## src/rtl/la_cap_pkg.sv

```systemverilog
package la_cap_pkg;

   typedef enum logic [1:0] {
      ST_IDLE  = 2'd0,
      ST_DELAY = 2'd1,
      ST_CAPT  = 2'd2
   } cap_state_e;

endpackage

```

## src/rtl/la_sync.sv

```systemverilog
module la_sync #(
   parameter int W      = 16,
   parameter int STAGES = 2
) (
   input  logic         clk,
   input  logic         rst,
   input  logic [W-1:0] d,
   output logic [W-1:0] q
);

   logic [W-1:0] stg [STAGES];

   always_ff @(posedge clk) begin
      if (rst) stg[0] <= '0;
      else     stg[0] <= d;
   end

   for (genvar i = 1; i < STAGES; i++) begin : g_stage
      always_ff @(posedge clk) begin
         if (rst) stg[i] <= '0;
         else     stg[i] <= stg[i-1];
      end
   end

   assign q = stg[STAGES-1];

endmodule

```

## src/rtl/la_decim.sv

```systemverilog
module la_decim #(
   parameter int W     = 16,
   parameter int DIV_W = 8
) (
   input  logic             clk,
   input  logic             rst,
   input  logic             en,
   input  logic [DIV_W-1:0] div,
   input  logic [W-1:0]     d,
   output logic             vld,
   output logic [W-1:0]     q
);

   logic [DIV_W-1:0] phase;

   always_ff @(posedge clk) begin
      if (rst) begin
         phase <= '0;
         vld   <= 1'b0;
         q     <= '0;
      end else begin
         vld <= 1'b0;
         if (en) begin
            if (phase == '0) begin
               vld <= 1'b1;
               q   <= d;
            end
            if (phase >= div) phase <= '0;
            else              phase <= phase + DIV_W'(1);
         end
      end
   end

endmodule

```

## src/rtl/la_hist.sv

```systemverilog
module la_hist #(
   parameter int W   = 16,
   parameter int MAX = 16,
   parameter int HW  = 5
) (
   input  logic          clk,
   input  logic          rst,
   input  logic          in_vld,
   input  logic [W-1:0]  in_dat,
   input  logic [HW-1:0] depth,
   output logic          out_vld,
   output logic [W-1:0]  out_dat
);

   if (MAX == 0) begin : g_bypass
      logic unused_bits;
      assign unused_bits = ^{clk, rst, depth};
      assign out_vld = in_vld;
      assign out_dat = in_dat;
   end else begin : g_line
      logic [W-1:0]  line [MAX];
      logic [HW-1:0] depth_eff;
      logic [HW-1:0] depth_q;
      logic [HW-1:0] fill;
      logic          flush;
      logic          bypass;

      assign depth_eff = (depth > HW'(MAX)) ? HW'(MAX) : depth;
      assign flush     = (depth_eff != depth_q);
      assign bypass    = (depth_eff == '0);

      // depth tracker runs through reset so a static setting never flushes
      always_ff @(posedge clk) depth_q <= depth_eff;

      always_ff @(posedge clk) begin
         if (in_vld) begin
            line[0] <= in_dat;
            for (int i = 1; i < MAX; i++) line[i] <= line[i-1];
         end
      end

      always_ff @(posedge clk) begin
         if (rst)                              fill <= '0;
         else if (flush)                       fill <= '0;
         else if (in_vld && fill < depth_eff)  fill <= fill + HW'(1);
      end

      always_comb begin
         out_dat = in_dat;
         for (int i = 0; i < MAX; i++) begin
            if (depth_eff == HW'(i + 1)) out_dat = line[i];
         end
      end

      assign out_vld = in_vld && (bypass || (!flush && fill == depth_eff));
   end

endmodule

```

## src/rtl/la_cap_fsm.sv

```systemverilog
module la_cap_fsm
   import la_cap_pkg::*;
#(
   parameter int CNT_W = 16
) (
   input  logic             clk,
   input  logic             rst,
   input  logic             trig,
   input  logic             stb,
   input  logic             stream,
   input  logic [CNT_W-1:0] delay,
   input  logic [CNT_W-1:0] len,
   output cap_state_e       st
);

   logic [CNT_W-1:0] cnt;

   always_ff @(posedge clk) begin
      if (rst) begin
         st  <= ST_IDLE;
         cnt <= '0;
      end else begin
         unique case (st)
            ST_IDLE: begin
               if (trig) begin
                  cnt <= '0;
                  st  <= (delay == '0) ? ST_CAPT : ST_DELAY;
               end
            end
            ST_DELAY: begin
               if (stb) begin
                  if (cnt + CNT_W'(1) >= delay) begin
                     cnt <= '0;
                     st  <= ST_CAPT;
                  end else begin
                     cnt <= cnt + CNT_W'(1);
                  end
               end
            end
            ST_CAPT: begin
               if (stb && !stream) begin
                  if (cnt >= len) begin
                     cnt <= '0;
                     st  <= ST_IDLE;
                  end else begin
                     cnt <= cnt + CNT_W'(1);
                  end
               end
            end
            default: begin
               cnt <= '0;
               st  <= ST_IDLE;
            end
         endcase
      end
   end

endmodule

```

## src/rtl/la_capture_ctrl.sv

```systemverilog
module la_capture_ctrl
   import la_cap_pkg::*;
#(
   parameter  int DATA_W      = 16,
   parameter  int DIV_W       = 8,
   parameter  int HIST_MAX    = 16,
   parameter  int CNT_W       = 16,
   parameter  int SYNC_STAGES = 2,
   localparam int HIST_W      = $clog2(HIST_MAX + 1)
) (
   input  logic              clk,
   input  logic              rst,
   input  logic              smp_en,
   input  logic [DATA_W-1:0] din,
   input  logic              trig,
   input  logic [DIV_W-1:0]  cfg_div,
   input  logic [HIST_W-1:0] cfg_hist,
   input  logic [CNT_W-1:0]  cfg_delay,
   input  logic [CNT_W-1:0]  cfg_len,
   input  logic              cfg_stream,
   output logic [DATA_W-1:0] din_status,
   output logic              out_valid,
   output logic [DATA_W-1:0] out_data
);

   if (DATA_W < 1 || DIV_W < 1 || CNT_W < 1) begin : g_bad_width
      $error("la_capture_ctrl: widths must be positive");
   end
   if (SYNC_STAGES < 1) begin : g_bad_sync
      $error("la_capture_ctrl: at least one synchronizer stage required");
   end
   if (HIST_MAX < 0 || HIST_MAX > 1024) begin : g_bad_hist
      $error("la_capture_ctrl: HIST_MAX out of range");
   end

   logic [DATA_W-1:0] sync_q;
   logic              dec_vld;
   logic [DATA_W-1:0] dec_dat;
   logic              hist_vld;
   logic [DATA_W-1:0] hist_dat;
   cap_state_e        fsm_st;
   logic              fire;

   la_sync #(.W(DATA_W), .STAGES(SYNC_STAGES)) u_sync (
      .clk (clk),
      .rst (rst),
      .d   (din),
      .q   (sync_q)
   );

   assign din_status = sync_q;

   la_decim #(.W(DATA_W), .DIV_W(DIV_W)) u_decim (
      .clk (clk),
      .rst (rst),
      .en  (smp_en),
      .div (cfg_div),
      .d   (sync_q),
      .vld (dec_vld),
      .q   (dec_dat)
   );

   la_hist #(.W(DATA_W), .MAX(HIST_MAX), .HW(HIST_W)) u_hist (
      .clk     (clk),
      .rst     (rst),
      .in_vld  (dec_vld),
      .in_dat  (dec_dat),
      .depth   (cfg_hist),
      .out_vld (hist_vld),
      .out_dat (hist_dat)
   );

   la_cap_fsm #(.CNT_W(CNT_W)) u_fsm (
      .clk    (clk),
      .rst    (rst),
      .trig   (trig),
      .stb    (hist_vld),
      .stream (cfg_stream),
      .delay  (cfg_delay),
      .len    (cfg_len),
      .st     (fsm_st)
   );

   assign fire = (fsm_st == ST_CAPT) && hist_vld;

   always_ff @(posedge clk) begin
      if (rst) begin
         out_valid <= 1'b0;
         out_data  <= '0;
      end else begin
         out_valid <= fire;
         if (fire) out_data <= hist_dat;
      end
   end

endmodule

```

## config.mk

```make
export PLATFORM = sky130hd
export DESIGN_NAME = la_capture_ctrl
export DESIGN_NICKNAME = d
export VERILOG_FILES = /design/src/rtl/la_cap_pkg.sv /design/src/rtl/la_sync.sv /design/src/rtl/la_decim.sv /design/src/rtl/la_hist.sv /design/src/rtl/la_cap_fsm.sv /design/src/rtl/la_capture_ctrl.sv
export SDC_FILE = /design/constraint.sdc
export NUM_CORES = 1
export LEC_CHECK = 0
export ABC_AREA = 1
export CORE_UTILIZATION = 50
export CTS_CLUSTER_SIZE = 40
export DETAILED_ROUTE_END_ITERATION = 12
export HOLD_SLACK_MARGIN = 0.03
export PLACE_DENSITY = 0.66
export SLEW_MARGIN = 10
export SYNTH_ARGS = -nofsm -noshare
export SYNTH_HDL_FRONTEND = slang
export SYNTH_HIERARCHICAL = 1
export SYNTH_SLANG_ARGS = --single-unit
export TNS_END_PERCENT = 50
```

## constraint.sdc

```tcl
create_clock -name clk -period 26.6 [get_ports clk]
set_clock_uncertainty 0.2 [all_clocks]
set_input_delay 3.99 -clock clk [delete_from_list [all_inputs] [get_ports clk]]
set_output_delay 3.99 -clock clk [all_outputs]
set_load 0.01 [all_outputs]
```

Yosys cells after proc, flatten, opt, wreduce, memory -nomap -nowiden
Memories as Yosys holds them, arrays and structs flattened.
Index checks and enable logic that the tools add are counted.

word-level totals
  flip-flop bits (word level) = 70
  memory bits (writable) = 288
  input bits = 66
  output and inout bits = 33
  word-level logic and storage cells = 103
  memories = 2

memories
  memory              depth  bits a word  read ports  clocked after memory_dff  write ports  line           source
  u_hist.g_line.line  16     16           16          0                         16           la_hist.sv:21  logic [W-1:0] line [MAX];
  u_sync.stg          2      16           2           0                         2            la_sync.sv:11  logic [W-1:0] stg [STAGES];

cells by class
  $add $sub $neg = 3
  $lt $le $gt $ge = 5
  equality and inequality tests = 25
  multiplexer cells = 39
  bitwise logic cells = 3
  reduce and logical (&&, ||, !) cells = 17

operators by type and width
  kind                                                                      count
  16-bit 2-to-1 mux                                                         23
  16-bit one-hot mux with 3 select lines                                    1
  5-bit by 4-bit equality test with 1-bit output (second input constant)    8
  16-bit >= comparator                                                      2
  5-bit by 3-bit equality test with 1-bit output (second input constant)    4
  16-bit by 1-bit adder with 16-bit output (second input constant)          1
  16-bit zero test                                                          1
  2-bit 2-to-1 mux                                                          6
  5-bit by 2-bit equality test with 1-bit output (second input constant)    2
  8-bit by 1-bit adder with 8-bit output (second input constant)            1
  8-bit >= comparator                                                       1
  8-bit zero test                                                           1
  8-bit 2-to-1 mux                                                          1
  1-bit 2-to-1 mux                                                          6
  2-bit by 1-bit inequality test with 1-bit output (second input constant)  3
  2-bit one-hot mux with 3 select lines                                     1
  5-bit by 1-bit adder with 5-bit output (second input constant)            1
  5-bit by 1-bit equality test with 1-bit output (second input constant)    1
  5-bit equality test                                                       1
  5-bit equality test (second input constant)                               1
  5-bit > comparator (second input constant)                                1
  1-bit logical AND                                                         5
  5-bit zero test                                                           1
  5-bit < comparator                                                        1
  14 further kinds                                                          18

Longest topological paths before layout
  depth in word-level cells = 19
  depth in mapped cells = 26
  gate-level depth less buffers = 25

Modules after synthesis
The synthesis kept the hierarchy.

modules (own cells, without submodules)
  module           times used  cells each  area an instance (um^2)  seq. area each (um^2)
  la_hist          1           1011        11353.4                  7887.6
  la_cap_fsm       1           312         2065.7                   360.3
  la_decim         1           158         1203.7                   500.5
  la_sync          1           99          914.6                    640.6
  la_capture_ctrl  1           105         701.9                    340.3

Worst setup path before layout
Ideal clock, no wire load.

  kind = register to register
  start = register u_decim.vld
  end = register u_hist.g_line.fill[4]
  setup time = 0.119 ns
  arrival time = 8.592 ns
  data required time = 26.281 ns
  setup slack = 17.688 ns
  stages on the path, launching flop included = 6
  buffers on the path = 0
  clock period less this slack = 8.912 ns
  cells stage by stage = dfxtp_1 -> o311ai_0 -> nor3_1 -> nand2_1 -> o21ai_0 -> a21oi_1

on the way
  cells in the longest elaborated chain, start to end = 1

RTL lines
  element                 line            source
  from (decl)             la_decim.sv:10  output logic vld,
  from (signal assigned)  la_decim.sv:19  vld <= 1'b0;
  from (signal assigned)  la_decim.sv:22  vld <= 1'b0;
  from (signal assigned)  la_decim.sv:25  vld <= 1'b1;
  1-bit logical AND       la_hist.sv:45   else if (in_vld && fill < depth_eff) fill <= fill + HW'(1);
  to (signal assigned)    la_hist.sv:45
  to (decl)               la_hist.sv:24   logic [HW-1:0] fill;

No other way between the ends.
A chain may end at the register's enable or synchronous reset.

Final worst setup path
  start = input port cfg_hist[4]
  end = register u_fsm.cnt[4]

on the way
  cells in the longest elaborated chain, start to end = 10
  elaborated cells on any way between the ends = 13
  classes of those cells = 1 x order compare; 4 x eq/ne; 1 x mux; 7 x reduce/logical

RTL lines
  element                                                     line                   source
  from (decl)                                                 la_capture_ctrl.sv:17  input logic [HIST_W-1:0] cfg_hist,
  5-bit > comparator                                          la_hist.sv:28          assign depth_eff = (depth > HW'(MAX)) ? HW'(MAX) : depth;
  5-bit 2-to-1 mux (*)                                        la_hist.sv:28
  5-bit inequality test                                       la_hist.sv:29          assign flush = (depth_eff != depth_q);
  1-bit zero test                                             la_hist.sv:55          assign out_vld = in_vld && (bypass || (!flush && fill == depth_eff));
  1-bit logical AND                                           la_hist.sv:55
  1-bit logical OR (*)                                        la_hist.sv:55
  1-bit logical AND (*)                                       la_hist.sv:55
  via hist_vld                                                la_capture_ctrl.sv:39  logic hist_vld;
  1-bit logical AND                                           la_cap_fsm.sv:41       if (stb && !stream) begin
  2-bit by 1-bit inequality test with 1-bit output (no line)  n/a
  3-bit AND reduction (no line) (*)                           n/a
  to (signal assigned)                                        la_cap_fsm.sv:36       cnt <= cnt + CNT_W'(1);
  to (signal assigned)                                        la_cap_fsm.sv:46       cnt <= cnt + CNT_W'(1);
  to (decl)                                                   la_cap_fsm.sv:16       logic [CNT_W-1:0] cnt;

The timed path passes the listed nets; every way through them passes the cells marked *.

==> impl_metrics.toml <==
[layout]
area_growth_pct = 15.0
diodes = 0
instances_no_fill = 2210
n_fill_cell = 2684
finalNetCount = 1897
drive_above_1_share = 0.0802
fin_util = 0.589

[drt]
vias_per_cell = 5.00
wl_per_cell_um = 14.4
drc = 0
drt-initial-drc-count = 720
num_vias = 11053
drtPass1Iterations = 5
totalWireLength_um = 31900
ant_nets = 0

[placement]
pre_cts_slack_ns = 18.24
place_hpwl_um = 21600
placed_cells = 2141
io_buffers = 98
gp_congestion = 0.840

[power_and_ir_drop]
powerDensity_nw_per_um2 = 68.8
peakVddDrop_v = 0.0000493
report.power.total_mw = 1.29
leakage_nw = 7.73

[synth]
ys_top_cells_by_count = "nand2_1 (353), nor2_1 (288), edfxtp_1 (256)"
ys_types = 54
syn_area_per_cell_um2 = 9.64
yosysWarnings = 6
synth-compound-area-share = 0.0539
synth_most_common_cell = "nand2_1"
ys_seq_area_frac = 0.599
synth_area_leaders = "edfxtp_1 (47%), dfxtp_1 (13%), nand2_1 (8.2%), nor2_1 (6.7%), ha_1 (4.0%)"
synthesis.nets = 1803
ys.flop_type = "edfxtp_1"
synth-seq-cells = 358
yosys.area_share.simple = 0.227
synth_xor_xnor_area_share = 0.0138
muxShareOfSynthArea = 0.000616
yosysTopAreaCell = "edfxtp_1"
synthAdderAreaFrac = 0.0401
synth_top_area_share = 0.473
synth_edf_count = 256
ys_async_sr_fraction = 0
synth.cell_area_um2 = 16200
synthCells = 1685
synth_top_family_by_area = "simple AND/OR/NAND/NOR gates"

[clock_network]
cts_max_path_buffers = 3
clk_pin_slew_worst_paths_ns = 0.06
clock_latency_ns = 0.52
cts-root-buf = "clkbuf_16"
cts_buffers = 38
h-tree-depth = 2
cts_hold_buf = 0
ctsResizeCount = 0
cts_tree = "built"
cts_sinks = 358
cts_setup_buffers = 0

[setup_path]
crit_path_frequent_cell = "nand3_1"
critPathRequiredTime_ns = 26.83
end_kind = "register"
cp.depth = 17
reg2regPathDepth = 13
crit_arrival_ns = 8.12
rr_startpoint = "u_hist/g_line.depth_q[4]$_DFF_P_"
rrSetupSlack_ns = 22.92
timing.rr.end = "u_fsm/cnt[4]$_SDFFE_PP0P_"
cpMaxStageDelayCell = "a21boi_0"
cp_num_buf_inv = 6
worstSetupEndpoint = "u_fsm/cnt[4]$_SDFFE_PP0P_"
startpoint = "cfg_hist[4]"
critical_path_peak_fanout = 33
path_cells = "clkdlybuf4s50_1 > buf_4 > inv_8 > nand2_4 > xor2_1 > nand3_1 > nor4_1 > nand3_1 > a21boi_0 > inv_1 > o21ai_1 > inv_1 > nor3_2 > inv_2 > nor2_4 > nand3_1 > a21oi_1"
critPathLaunchType = "input pin"
max_stage_delay_ns = 0.75
critPathKind = "input pin to register"
cpLargestDelayFamily = "simple AND/OR/NAND/NOR gates"

[die]
start_util = 0.512
die-area_um2 = 33200
core_um2 = 31700
io_pins = 99
die_x_um = 182
rows = 65
die_h_um = 182

[global_routing]
grt_max_degree = 74
grt_util_met3 = 0.0283
grtUsageMet2 = 0.328
antenna_found_initial = 0
grt.met1_usage = 0.270
grt_pass1_wl_um = 53400
grt-busiest-layer = "met2"
grt_usage = 0.197
gr-total-overflow = 0
grt_pass1_vias = 10611

[timing]
finalSetupViolCount = 0
slew_viol_final = 0
grt_setup_unrepaired = "false"
finalSetupTns_ns = 0
setup_ws_ns = 18.71
post-route-min-period_ns = 7.89
worst_pin_slew_ns = 0.933
slew_headroom = 0.372
fmax_mhz = 127
period_share = 0.297
hold_viol_final = 0

[min_path]
min-delay-start = "u_sync/stg[0][14]$_SDFF_PP0_"
min_path_type = "register to register"

[job]
max_cap_violations = 0

[run_status]
status = "finished clean"
[how the worst min path moves through the flow]
stage / end / slack [ns] / depth (start not counted)
floorplan: u_sync/stg[1][0]$_SDFF_PP0_ / 0.19 / 2
global placement: u_sync/stg[1][5]$_SDFF_PP0_ / 0.19 / 2
detailed placement: u_sync/stg[1][15]$_SDFF_PP0_ / 0.19 / 2
CTS: u_sync/stg[1][12]$_SDFF_PP0_ / 0.20 / 2
global route: u_sync/stg[1][14]$_SDFF_PP0_ / 0.21 / 2
finish: u_sync/stg[1][14]$_SDFF_PP0_ / 0.20 / 2
[state kept, by name, summed over array words and instances (netlist names)]
| register | count |
|---|---|
| u_hist/g_line.depth_q | 5 |
| out_valid | 1 |
| u_hist/g_line.fill | 5 |
| u_fsm/cnt | 16 |
| out_data | 16 |
| u_sync/stg | 32 |
| u_hist/g_line.line | 256 |
| u_decim/q | 16 |
| u_decim/vld | 1 |
| u_decim/phase | 8 |
| u_fsm/st | 2 |
[tightest hold or removal path, cell delays in order, from the launching register on]
cell and delay [ns]:
dfxtp_1 0.29, inv_1 0.04, nor2_1 0.03
[logic make-up after synthesis]
logic type      Yosys count
buf+inv                 244
simple gates            845
compound gates          162
xor+xnor                 23
mux                       1
fa+ha+maj                52
flops                   358
[layout by cell type, fill, tap and decap left out, types with 5 or more instances in the layout]
cell	count
clkinv_2	7
xor2_1	17
o211ai_1	7
a21oi_1	101
o21ai_0	15
o21ai_1	19
nand4_1	11
or2_0	6
nor2_1	287
ha_1	52
dfxtp_1	101
inv_2	13
nand2_2	6
or2_2	19
clkbuf_16	39
nand2_1	353
nor2_2	9
clkbuf_1	9
edfxtp_1	256
clkdlybuf4s50_1	97
clkinv_1	6
or2_1	7
buf_4	12
clkbuf_8	5
nor2_4	8
nand2_4	5
nand3_1	111
o31ai_1	5
nor3_1	9
a31oi_1	7
inv_1	172
[routing by layer]
metal | share of wire | up-vias | routed length, um
li1 | - | 5720 | -
met1 | 0.47 | 5061 | 15100
met2 | 0.47 | 229 | 14900
met3 | 0.041 | 43 | 1320
met4 | 0.020 | 0 | 628
met5 | 0 | - | 0
[area by class of cell]
cell class              count  area [um2]  share of cell area
flip-flops and latches    358        9730               0.521
inverters                 188         721              0.0386
repair buffers            110        1070              0.0571
well taps                 402         503              0.0269
clock inverters            16         126             0.00677
multi-input cells        1083        5450               0.292
clock buffers              53        1080              0.0578
[through the flow]
step / hold WS, ns / cell area, um2
detailed placement: 0.194 / 17500
global placement: 0.188 / 17500
finish: 0.200 / 18700
CTS: 0.202 / 18700
global route: 0.209 / 18700
floorplan: 0.188 / 16200
[power breakdown]
part	total, mW	internal, mW	leakage, nW	switching, mW
Combinational	0.135	0.0450	3.93	0.0900
Sequential	0.643	0.628	3.21	0.0153
Clock	0.508	0.302	0.597	0.205
No activity file was read; power rests on OpenSTA's default activity.
